==> src/rtl/vidfetch_pkg.sv <==
package vidfetch_pkg;

  // Strobes from the control FSM to the datapath, one cycle each
  typedef struct packed {
    logic addrClear;   // rewind the video address to the buffer base
    logic addrInc;     // advance the video address by one word
    logic stageLoad;   // capture memory read data into the staging word
    logic shiftLoad;   // copy the staging word into the shifter
    logic shiftEn;     // shift one pixel out
    logic showPixel;   // pixel output is live (not blanked)
    logic selVideo;    // steer the video address onto the shared bus
  } fetchCtl_t;

endpackage

==> src/rtl/vidfetch_datapath.sv <==
module vidfetch_datapath
  import vidfetch_pkg::*;
#(
  parameter int unsigned WORD_W      = 16,
  parameter int unsigned ADDR_W      = 14,
  parameter int unsigned BASE_ADDR   = 0,
  parameter int unsigned FRAME_WORDS = 16380
) (
  input  logic              clk,
  input  logic              rstN,
  input  fetchCtl_t         ctl,
  input  logic [WORD_W-1:0] memDataIn,
  input  logic [ADDR_W-1:0] cpuAddr,
  output logic [ADDR_W-1:0] memAddr,
  output logic              pixelOut
);

  localparam logic [ADDR_W-1:0] BASE_A = ADDR_W'(BASE_ADDR);
  localparam logic [ADDR_W-1:0] LAST_A = ADDR_W'(BASE_ADDR + FRAME_WORDS - 1);

  logic [ADDR_W-1:0] vidAddr;
  logic [WORD_W-1:0] stageWord;
  logic [WORD_W-1:0] shiftWord;

  // Video address counter with wrap at the end of the frame
  always_ff @(posedge clk) begin
    if (!rstN) begin
      vidAddr <= BASE_A;
    end else if (ctl.addrClear) begin
      vidAddr <= BASE_A;
    end else if (ctl.addrInc) begin
      vidAddr <= (vidAddr == LAST_A) ? BASE_A : vidAddr + 1'b1;
    end
  end

  // Staging word: decouples memory latency from the serializer
  always_ff @(posedge clk) begin
    if (!rstN) begin
      stageWord <= '0;
    end else if (ctl.stageLoad) begin
      stageWord <= memDataIn;
    end
  end

  // Parallel-in serial-out shifter, MSB first
  always_ff @(posedge clk) begin
    if (!rstN) begin
      shiftWord <= '0;
    end else if (ctl.shiftLoad) begin
      shiftWord <= stageWord;
    end else if (ctl.shiftEn) begin
      shiftWord <= {shiftWord[WORD_W-2:0], 1'b0};
    end
  end

  assign memAddr  = ctl.selVideo ? vidAddr : cpuAddr;
  assign pixelOut = ctl.showPixel & shiftWord[WORD_W-1];

  AST_ADDR_STEP: assert property (@(posedge clk) disable iff (!rstN)
    ctl.addrInc && !ctl.addrClear && (vidAddr != LAST_A) |=> vidAddr == $past(vidAddr) + 1'b1);
  AST_ADDR_WRAP: assert property (@(posedge clk) disable iff (!rstN)
    ctl.addrInc && !ctl.addrClear && (vidAddr == LAST_A) |=> vidAddr == BASE_A);
  AST_ADDR_REWIND: assert property (@(posedge clk) disable iff (!rstN)
    ctl.addrClear |=> vidAddr == BASE_A);

endmodule

==> src/rtl/vidfetch_ctrl.sv <==
module vidfetch_ctrl
  import vidfetch_pkg::*;
#(
  parameter int unsigned WORD_W         = 16,
  parameter int unsigned WORDS_PER_LINE = 36
) (
  input  logic      clk,
  input  logic      rstN,
  input  logic      frameStart,
  input  logic      lineStart,
  input  logic      blank,
  input  logic      memGrant,
  output logic      memReq,
  output logic      underrun,
  output fetchCtl_t ctl
);

  localparam int unsigned BIT_W = $clog2(WORD_W);
  localparam int unsigned CNT_W = $clog2(WORDS_PER_LINE + 1);
  localparam logic [BIT_W-1:0] LAST_BIT  = BIT_W'(WORD_W - 1);
  localparam logic [CNT_W-1:0] LINE_WRDS = CNT_W'(WORDS_PER_LINE);
  localparam logic [CNT_W-1:0] LAST_WORD = CNT_W'(WORDS_PER_LINE - 1);

  logic             memReqQ;
  logic             dataDue;
  logic             stageValid;
  logic             shiftValid;
  logic             lineArmed;
  logic             lineActive;
  logic             underrunQ;
  logic [BIT_W-1:0] bitCnt;
  logic [CNT_W-1:0] fetched;
  logic [CNT_W-1:0] shown;

  logic grantTake, wordEnd, lastWord, endLine, refillAtEnd;
  logic initialLoad, shiftLoad, wantFetch, startShow, starve;

  always_comb begin
    grantTake   = memReqQ && memGrant;
    wordEnd     = lineActive && (bitCnt == LAST_BIT);
    lastWord    = (shown == LAST_WORD);
    starve      = wordEnd && !lastWord && !blank && !stageValid;
    endLine     = wordEnd && (lastWord || blank || !stageValid);
    refillAtEnd = wordEnd && !endLine;
    initialLoad = lineArmed && !lineActive && !shiftValid && stageValid;
    shiftLoad   = initialLoad || refillAtEnd;
    wantFetch   = shiftLoad && (fetched < LINE_WRDS);
    startShow   = lineArmed && !lineActive && shiftValid && !blank;
  end

  always_comb begin
    ctl.addrClear = frameStart;
    ctl.addrInc   = grantTake;
    ctl.stageLoad = dataDue;
    ctl.shiftLoad = shiftLoad;
    ctl.shiftEn   = lineActive;
    ctl.showPixel = lineActive;
    ctl.selVideo  = grantTake;
  end

  // Request/grant handshake and fetch bookkeeping
  always_ff @(posedge clk) begin
    if (!rstN) begin
      memReqQ <= 1'b0;
      dataDue <= 1'b0;
      fetched <= '0;
    end else begin
      dataDue <= grantTake;
      if (lineStart)      memReqQ <= 1'b1;
      else if (grantTake) memReqQ <= 1'b0;
      else if (wantFetch) memReqQ <= 1'b1;
      if (lineStart)      fetched <= '0;
      else if (grantTake) fetched <= fetched + 1'b1;
    end
  end

  // Staging and shifter occupancy
  always_ff @(posedge clk) begin
    if (!rstN) begin
      stageValid <= 1'b0;
      shiftValid <= 1'b0;
    end else if (lineStart) begin
      stageValid <= 1'b0;
      shiftValid <= 1'b0;
    end else begin
      if (dataDue)        stageValid <= 1'b1;
      else if (shiftLoad) stageValid <= 1'b0;
      if (endLine)          shiftValid <= 1'b0;
      else if (initialLoad) shiftValid <= 1'b1;
    end
  end

  // Line display state: blank only acts on a word boundary
  always_ff @(posedge clk) begin
    if (!rstN) begin
      lineArmed  <= 1'b0;
      lineActive <= 1'b0;
      bitCnt     <= '0;
      shown      <= '0;
    end else if (lineStart) begin
      lineArmed  <= 1'b1;
      lineActive <= 1'b0;
      bitCnt     <= '0;
      shown      <= '0;
    end else begin
      if (endLine) begin
        lineArmed  <= 1'b0;
        lineActive <= 1'b0;
      end else if (startShow) begin
        lineActive <= 1'b1;
      end
      bitCnt <= lineActive ? bitCnt + 1'b1 : '0;
      if (wordEnd) shown <= shown + 1'b1;
    end
  end

  always_ff @(posedge clk) begin
    if (!rstN)           underrunQ <= 1'b0;
    else if (frameStart) underrunQ <= 1'b0;
    else if (starve)     underrunQ <= 1'b1;
  end

  assign memReq   = memReqQ;
  assign underrun = underrunQ;

  AST_REQ_HOLD: assert property (@(posedge clk) disable iff (!rstN)
    memReqQ && !memGrant |=> memReqQ);
  AST_REQ_DROP: assert property (@(posedge clk) disable iff (!rstN)
    memReqQ && memGrant && !lineStart |=> !memReqQ);
  AST_ONE_OUTSTANDING: assert property (@(posedge clk) disable iff (!rstN)
    dataDue |-> !memReqQ && !stageValid);
  AST_FETCH_LIMIT: assert property (@(posedge clk) disable iff (!rstN)
    memReqQ |-> fetched < LINE_WRDS);
  AST_WORD_WHOLE: assert property (@(posedge clk) disable iff (!rstN)
    lineActive && (bitCnt != LAST_BIT) && !lineStart |=> lineActive);
  AST_UNDERRUN_STICKY: assert property (@(posedge clk) disable iff (!rstN)
    underrunQ && !frameStart |=> underrunQ);

endmodule

==> src/rtl/pixel_fetch_serializer.sv <==
module pixel_fetch_serializer
  import vidfetch_pkg::*;
#(
  parameter int unsigned WORD_W          = 16,
  parameter int unsigned ADDR_W          = 14,
  parameter int unsigned WORDS_PER_LINE  = 36,
  parameter int unsigned LINES_PER_FRAME = 455,
  parameter int unsigned BASE_ADDR       = 0
) (
  input  logic              clk,
  input  logic              rstN,
  input  logic              frameStart,
  input  logic              lineStart,
  input  logic              blank,
  input  logic [ADDR_W-1:0] cpuAddr,
  input  logic              memGrant,
  input  logic [WORD_W-1:0] memData,
  output logic              memReq,
  output logic [ADDR_W-1:0] memAddr,
  output logic              pixelOut,
  output logic              underrun
);

  localparam int unsigned FRAME_WORDS = WORDS_PER_LINE * LINES_PER_FRAME;

  fetchCtl_t ctl;

  vidfetch_ctrl #(
    .WORD_W        (WORD_W),
    .WORDS_PER_LINE(WORDS_PER_LINE)
  ) ctrl_i (
    .clk       (clk),
    .rstN      (rstN),
    .frameStart(frameStart),
    .lineStart (lineStart),
    .blank     (blank),
    .memGrant  (memGrant),
    .memReq    (memReq),
    .underrun  (underrun),
    .ctl       (ctl)
  );

  vidfetch_datapath #(
    .WORD_W     (WORD_W),
    .ADDR_W     (ADDR_W),
    .BASE_ADDR  (BASE_ADDR),
    .FRAME_WORDS(FRAME_WORDS)
  ) dp_i (
    .clk      (clk),
    .rstN     (rstN),
    .ctl      (ctl),
    .memDataIn(memData),
    .cpuAddr  (cpuAddr),
    .memAddr  (memAddr),
    .pixelOut (pixelOut)
  );

endmodule

==> config.mk <==
export PLATFORM = sky130hd
export DESIGN_NAME = pixel_fetch_serializer
export DESIGN_NICKNAME = d
export VERILOG_FILES = /design/src/rtl/vidfetch_pkg.sv /design/src/rtl/vidfetch_datapath.sv /design/src/rtl/vidfetch_ctrl.sv /design/src/rtl/pixel_fetch_serializer.sv
export SDC_FILE = /design/constraint.sdc
export NUM_CORES = 1
export LEC_CHECK = 0
export ABC_AREA = 1
export BUFFER_PORTS_ARGS = -buffer_cell sky130_fd_sc_hd__buf_4
export CAP_MARGIN = 20
export CORE_MARGIN = 2
export CORE_UTILIZATION = 45
export CTS_CLUSTER_SIZE = 20
export DETAILED_ROUTE_END_ITERATION = 10
export PLACE_DENSITY = 0.66
export SYNTH_ARGS = -nofsm -noshare
export SYNTH_HDL_FRONTEND = slang
export SYNTH_HIERARCHICAL = 1
export SYNTH_SLANG_ARGS = --single-unit
export TNS_END_PERCENT = 10
==> constraint.sdc <==
create_clock -name clk -period 3.3 [get_ports clk]
set_clock_uncertainty 0.2 [all_clocks]
set_input_delay 0.66 -clock clk [delete_from_list [all_inputs] [get_ports clk]]
set_output_delay 0.66 -clock clk [all_outputs]
set_load 0.02 [all_outputs]
# Word-level counts from Yosys, hierarchy flattened

Index checks and enable logic that the tools add are counted.

Bits of input ports: 36
Word-level logic and storage cells: 65
Bits in registers: 69

Muxes and demuxes: 11
Add/sub/neg operators: 4
Bitwise gates (word level): 3
Order comparisons: 1
Equal/unequal tests: 3
Reductions and logical operators: 30

Operators with widths:

| operator                                       | count |
|---|---|
| 2-to-1 mux 16 bit                              | 2 |
| 2-to-1 mux 14 bit                              | 2 |
| adder 14 x 1 -> 14 bit (second input constant) | 1 |
| equality test 14 bit (second input constant)   | 1 |
| logical AND 1 bit                              | 13 |
| adder 6 x 1 -> 6 bit (second input constant)   | 2 |
| 2-to-1 mux 1 bit                               | 7 |
| equality test 6 bit (second input constant)    | 1 |
| zero test 1 bit                                | 6 |
| < comparator 6 bit (second input constant)     | 1 |
| nonzero test 2 bit                             | 3 |
| OR reduction 3 bit                             | 2 |
| adder 4 x 1 -> 4 bit (second input constant)   | 1 |
| equality test 4 bit (second input constant)    | 1 |
| OR reduction 2 bit                             | 2 |
| logical OR 1 bit                               | 3 |
| nonzero test 3 bit                             | 1 |
| inverter 1 bit                                 | 2 |
| bitwise AND 1 bit                              | 1 |

# Logic depth before layout (Yosys ltp)

Gate-level depths: netlist of run 1.

Depth in word-level cells: 11
Depth in mapped cells: 14

# Hierarchy

Netlist of run 1, hierarchy kept.

By module, submodules not included:

| module            | area an instance (um^2) | cells an instance | sequential area each (um^2) | instances |
|---|---|---|---|---|
| vidfetch_datapath | 2,083.2                 | 276               | 920.9                       | 1 |
| vidfetch_ctrl     | 1,043.5                 | 136               | 460.4                       | 1 |

# Least setup slack after synthesis of run 1

OpenSTA, ideal clock, no wires.

Kind: in2out
From: input memGrant
To: output memAddr[10]
Stages: 6
Arrival: 1,657 ps
Buffers on the path: 2
Setup slack: 783 ps
Data required time: 2,440 ps
Cells stage by stage: nand2_1 > inv_2 > buf_4 > clkbuf_1 > nor2_1 > a21oi_1

Longest elaborated chain between the ends: 2

Ends and longest elaborated chain:

| element              | line                         | RTL |
|---|---|---|
| from (decl)          | pixel_fetch_serializer.sv:16 | `input logic memGrant,` |
| logical AND 1 bit    | vidfetch_ctrl.sv:39          | `grantTake = memReqQ && memGrant;` |
| net ctrl_i.grantTake | vidfetch_ctrl.sv:35          | `logic grantTake, wordEnd, lastWord, endLine, refillAtEnd;` |
| 2-to-1 mux 14 bit    | vidfetch_datapath.sv:56      | `assign memAddr = ctl.selVideo ? vidAddr : cpuAddr;` |
| to (decl)            | pixel_fetch_serializer.sv:19 | `output logic [ADDR_W-1:0] memAddr,` |

The timed path passes the listed nets, and every way through them passes these cells.

==> results.py, run 1 <==
metrics = {
    "worst_setup_path": {
        "cp-end-kind": "output pin",
        "worstSetupStartpointType": "input port",
        "reg2reg_slack_ns": 0.94,
        "crit_type": "input port to output pin",
        "path_max_fanout": 27,
        "critPathRequiredTime_ns": 2.44,
        "crit_arrival_ns": 1.76,
    },
    "cells_and_area": {
        "layout.nets": 497,
        "n_fill_cell": 654,
        "final_layout_size_suffix_gt1_share_pct": 20.6,
        "layout_commonest_cell": "nor2_1",
        "final_cell_mix": "nor2_1, dfxtp_1, buf_4",
        "antennaDiodeCount": 0,
        "area_growth_pct": 17.6,
    },
    "floorplanning": {
        "num_rows": 30,
        "die-area_mm2": 0.00763,
        "die_h_um": 87.4,
        "io_pins": 53,
        "die_x_um": 87.4,
        "start_util_pct": 46.3,
        "fp.coreArea_mm2": 0.00676,
    },
    "timing": {
        "timing.fmax_ghz": 0.381,
        "hold_viol": 0,
        "slew_violations": 0,
        "relSlewSlack_pct": 65.8,
        "period_share_pct": 79.5,
        "period_needed_ns": 2.62,
        "rsz0062_at_grt": "false",
        "setup_tns_ns": 0,
        "setup_viol": 0,
        "worst_pin_slew_ns": 0.512,
    },
    "place": {
        "port_buffers": 52,
        "hpwl_um": 4370,
        "gp_congestion": 0.768,
    },
    "logic_synthesis": {
        "synth_area_mm2": 0.00313,
        "ys_seq_elements": 69,
        "synth-compound-area-share_pct": 14.6,
        "synth_top_family_by_area": "simple AND/OR/NAND/NOR gates",
        "yosys.area_share.simple_pct": 26.1,
        "synthMuxAreaShare_pct": 2.52,
        "synthArstFlopShare_pct": 0,
        "syn_avg_cell_area_um2": 7.59,
        "synth_edf_count": 0,
        "syn-num-nets": 452,
        "synthXorXnorAreaFrac_pct": 1.68,
        "ys_types": 35,
        "syn_inst": 412,
        "ys.flop_type": "dfxtp_1",
        "ys_seq_area_share_pct": 44.2,
        "synth_fa_ha_area_share_pct": 1.60,
        "yosysWarnings": 6,
    },
    "global_routing": {
        "grt_antenna_before_repair": 0,
        "grt_pass1_vias": 2502,
        "grt_first_pass_wirelength_um": 10900,
        "grt_max_degree": 33,
        "grtUsageTotal_pct": 17.9,
        "grt-ovfl-total": 0,
    },
    "clocking": {
        "cts_tree": "done",
        "root_buffer": "clkbuf_8",
        "cts-root-to-sink-buffers": 2,
        "clock_latency_ns": 0.33,
        "clock-sinks": 69,
        "postCtsHoldBufs": 0,
        "cts_buffers": 9,
        "post_cts_resized": 0,
        "path_clk_slew_ns": 0.06,
        "post_cts_buffers": 0,
        "htreeDepth": 3,
    },
    "status": {
        "status": "completed",
    },
    "drt": {
        "drt_iter0_markers": 134,
        "via_per_inst": 5.05,
        "drcViolationCount": 0,
        "ant_nets": 0,
        "drt-total-wl_um": 6370,
        "routedWlPerCell_um": 11.8,
        "vias": 2733,
        "first_pass_iters": 4,
    },
    "pwr": {
        "power.total_uw": 1630,
        "p_per_area_mw_per_mm2": 444,
        "peakVddDrop_mv": 0.248,
        "leakagePower_uw": 0.00154,
    },
    "hold_path": {
        "hold_path_class": "flop to flop",
    },
    "run": {
        "drv_cap": 0,
    },
}
sequential cells by signal, summed over array words and instances (netlist names):
register	flops
ctrl_i/stageValid	1
ctrl_i/underrun	1
ctrl_i/fetched	6
ctrl_i/bitCnt	4
dp_i/vidAddr	14
dp_i/stageWord	16
ctrl_i/shown	6
ctrl_i/dataDue	1
ctrl_i/memReq	1
ctrl_i/shiftValid	1
ctrl_i/lineActive	1
ctrl_i/lineArmed	1
dp_i/shiftWord	16
worst max-delay path: stages:
cell,delay (ns)
buf_4,0.08
nand2_1,0.10
inv_2,0.37
mux2_2,0.39
buf_4,0.16
cell usage after synthesis (3+ instances only):
master	count	area, um^2
nand2_2	4	25.0
dfxtp_1	69	1380
buf_6	4	45.0
xor2_1	4	35.0
o221ai_1	14	123
mux2_2	7	78.8
ha_1	4	50.1
nor2_1	93	349
nand2_1	48	180
nor3_1	8	40.0
nor2_2	8	50.1
buf_2	3	15.0
o21ai_0	23	115
a21oi_1	34	170
nand4_1	3	18.8
clkbuf_1	8	30.0
buf_4	7	52.6
nand3_1	14	70.1
inv_1	38	143
path summary, 6_finish.rpt:
path	start	to	cells after the start
setup / recovery	memGrant	memAddr[4]	5
setup reg to reg	ctrl_i/bitCnt[0]$_SDFF_PP0_	dp_i/shiftWord[10]$_SDFFE_PN0P_	9
hold / removal	ctrl_i/bitCnt[0]$_SDFF_PP0_	ctrl_i/bitCnt[0]$_SDFF_PP0_	1
hold reg to reg	ctrl_i/bitCnt[0]$_SDFF_PP0_	ctrl_i/bitCnt[0]$_SDFF_PP0_	1
layer usage:
layer	vias to the layer above	GRT usage, %	part of all wire (%)	wire length [um]
met4	0	5.31	0.74	47
met2	53	27.7	45	2900
met1	1239	23.4	49	3140
met5	-	0	0	0
met3	5	6.64	4.5	288
li1	1436	-	-	-
power breakdown:
group          leakage, uW  switching (uW)  total [uW]  internal [uW]
clock network    0.0000875             291         636            345
logic             0.000890            71.0         139           67.7
registers         0.000558            10.2         857            847
kinds of logic (layout without fill, tap and decap cells):
group | count (synthesis) | count (layout)
compound gates | 78 | 78
xor+xnor | 6 | 6
fa+ha+maj | 4 | 4
buf+inv | 62 | 111
flops | 69 | 69
mux | 7 | 7
simple gates | 186 | 186
cell type report:
class / instances / area, um^2 / share of cell area, %
multi-input cells: 281 / 1450 / 39.5
flip-flops and latches: 69 / 1380 / 37.6
repair buffers: 56 / 420 / 11.4
inverters: 40 / 150 / 4.08
clock buffers: 13 / 139 / 3.78
well taps: 80 / 100 / 2.72
clock inverters: 2 / 35.0 / 0.952
per-stage QoR:
stage	setup slack [ns]	instances	util (%)	hold WS (ns)	instance area, um^2
2_1_floorplan	0.783	412	-	0.218	3130
3_3_place_gp	0.683	526	51.9	0.236	3500
3_5_place_dp	0.671	526	51.9	0.244	3500
4_1_cts	0.660	541	54.4	0.260	3680
5_1_grt	0.598	541	54.4	0.285	3680
6_report	0.677	541	54.4	0.252	3680
No activity file was read; power rests on OpenSTA's default activity.
==> run 2: changes to the inputs <==
Settings changed: PLACE_DENSITY 0.66 to 0.69.
Clock period 3.3 ns to 2.35 ns, I/O delays scaled along.
==> results.py, run 2 (synthesized netlist as in run 1, its figures left out) <==
metrics = {
    "floorplanning": {
        "num_rows": 30,
        "die_h_um": 87.4,
        "die_x_um": 87.4,
        "io_pins": 53,
        "start_util_pct": 46.3,
        "die-area_mm2": 0.00763,
        "fp.coreArea_mm2": 0.00676,
    },
    "place": {
        "port_buffers": 52,
        "gp_congestion": 0.802,
        "placedCellCount": 530,
        "hpwl_um": 4570,
    },
    "drt": {
        "vias": 2780,
        "first_pass_iters": 4,
        "ant_nets": 0,
        "drt-total-wl_um": 6530,
        "routedWlPerCell_um": 12.0,
        "via_per_inst": 5.10,
        "drcViolationCount": 0,
        "drt_iter0_markers": 110,
    },
    "worst_setup_path": {
        "cp-end-kind": "output pin",
        "crit_chain": "nand2_1 -> inv_4 -> mux2_2 -> buf_4",
        "worstSetupStartpointType": "flop",
        "critPathRequiredTime_ns": 1.68,
        "crit_arrival_ns": 1.60,
        "cp_slowest_stage_delay_ns": 0.38,
        "path_max_fanout": 23,
        "cpMaxStageDelayCell": "dfxtp_1",
        "crit_type": "flop to output pin",
    },
    "cells_and_area": {
        "final_cell_mix": "nor2_1, dfxtp_1, buf_4",
        "largestRegisters": "dp_i/shiftWord x16, dp_i/stageWord x16, dp_i/vidAddr x14",
        "area_growth_pct": 19.4,
        "n_fill_cell": 654,
        "layout.nets": 501,
        "regArea_mm2": 0.00138,
        "final_cells": 545,
        "final_layout_size_suffix_gt1_share_pct": 22.2,
        "multi_input_area_mm2": 0.00145,
        "layout_commonest_cell": "nor2_1",
        "antennaDiodeCount": 0,
    },
    "global_routing": {
        "grt_first_pass_wirelength_um": 11000,
        "grtUsageTotal_pct": 18.4,
        "grt_max_degree": 24,
        "grt-ovfl-total": 0,
        "grt_pass1_vias": 2571,
        "grt_antenna_before_repair": 0,
    },
    "timing": {
        "setup_viol": 0,
        "hold_viol": 0,
        "worst_pin_slew_ns": 0.524,
        "period_needed_ns": 2.27,
        "setup_tns_ns": 0,
        "timing.fmax_ghz": 0.440,
        "period_share_pct": 96.6,
        "relSlewSlack_pct": 64.9,
        "slew_violations": 0,
        "rsz0062_at_grt": "false",
    },
    "hold_path": {
        "hold_path_class": "input port to flop",
    },
    "clocking": {
        "clock-sinks": 69,
        "path_clk_slew_ns": 0.06,
        "cts-root-to-sink-buffers": 2,
        "htreeDepth": 3,
        "root_buffer": "clkbuf_8",
        "cts_buffers": 9,
        "post_cts_buffers": 0,
        "cts_tree": "done",
        "clock_latency_ns": 0.34,
    },
    "status": {
        "status": "completed",
    },
    "pwr": {
        "leakagePower_uw": 0.00157,
        "peakVddDrop_mv": 0.377,
        "p_per_area_mw_per_mm2": 625,
    },
    "run": {
        "drv_cap": 0,
    },
}
-- run 2: cell count changes in the layout (fill, tap and decap cells not counted), sizes merged --
cell | before | now
buf | 56 | 60
clkbuf | 13 | 15
bufinv | 1 | 0
clkinv | 1 | 0
-- run 2: per-layer routing --
layer	part of all wire (%)	wire, um	up-vias	global-route usage [%]
met2	46	2970	57	29.9
met1	48	3130	1277	22.1
li1	-	-	1437	-
met5	0	0	-	0
met3	4.8	311	9	5.31
met4	1.7	112	0	8.95
-- run 2: repair_timing --
action                     in CTS  in global routing
setup endpoints to repair       7                  2
resized for setup               1                  1
cloned                          0                  0
hold buffers                    0                  0
-- run 2: per-stage QoR --
stage	setup slack, ns	cell area (um^2)	utilization, %	total power (uW)	hold WS (ns)
finish	0.0798	3730	55.3	2330	0.120
global route	0.00598	3730	55.3	2440	0.104
CTS	0.0697	3730	55.3	2370	0.0962
detailed placement	0.101	3530	52.3	1430	0.244
global placement	0.170	3530	52.3	1430	0.231
floorplan	0.189	3130	-	1340	0.218
-- run 2: layout make-up --
class / instances / area share, %
inverter: 40 / 4.09
timing repair buffer: 60 / 12.1
sequential: 69 / 37.0
clock buffer: 15 / 5.26
multi-input combinational: 281 / 38.9
tap: 80 / 2.68
-- run 2: worst paths after layout --
check	startpoint	end	slack, ns	cells past startpoint
worst min-delay path	frameStart	ctrl_i/underrun$_SDFFE_PP0P_	0.12	2
worst max-delay path	ctrl_i/memReq$_SDFFE_PN0P_	memAddr[4]	0.08	4
worst max register to register	ctrl_i/shown[0]$_SDFFE_PP0P_	dp_i/shiftWord[1]$_SDFFE_PN0P_	0.24	11
worst min register to register	ctrl_i/bitCnt[0]$_SDFF_PP0_	ctrl_i/bitCnt[0]$_SDFF_PP0_	0.25	1
-- run 2: power by group --
part | internal, uW | total, uW | switching (uW)
Clock | 523 | 928 | 405
Combinational | 99.3 | 203 | 104
Sequential | 1190 | 1200 | 12.5
Total | 1810 | 2330 | 522
-- run 2: critical path: cells and delay by family (launching register included) --
family	cells	cell delay, ns
muxes	1	0.37
DFF	1	0.38
and+or+nand+nor	1	0.14
buffers and inverters	2	0.39
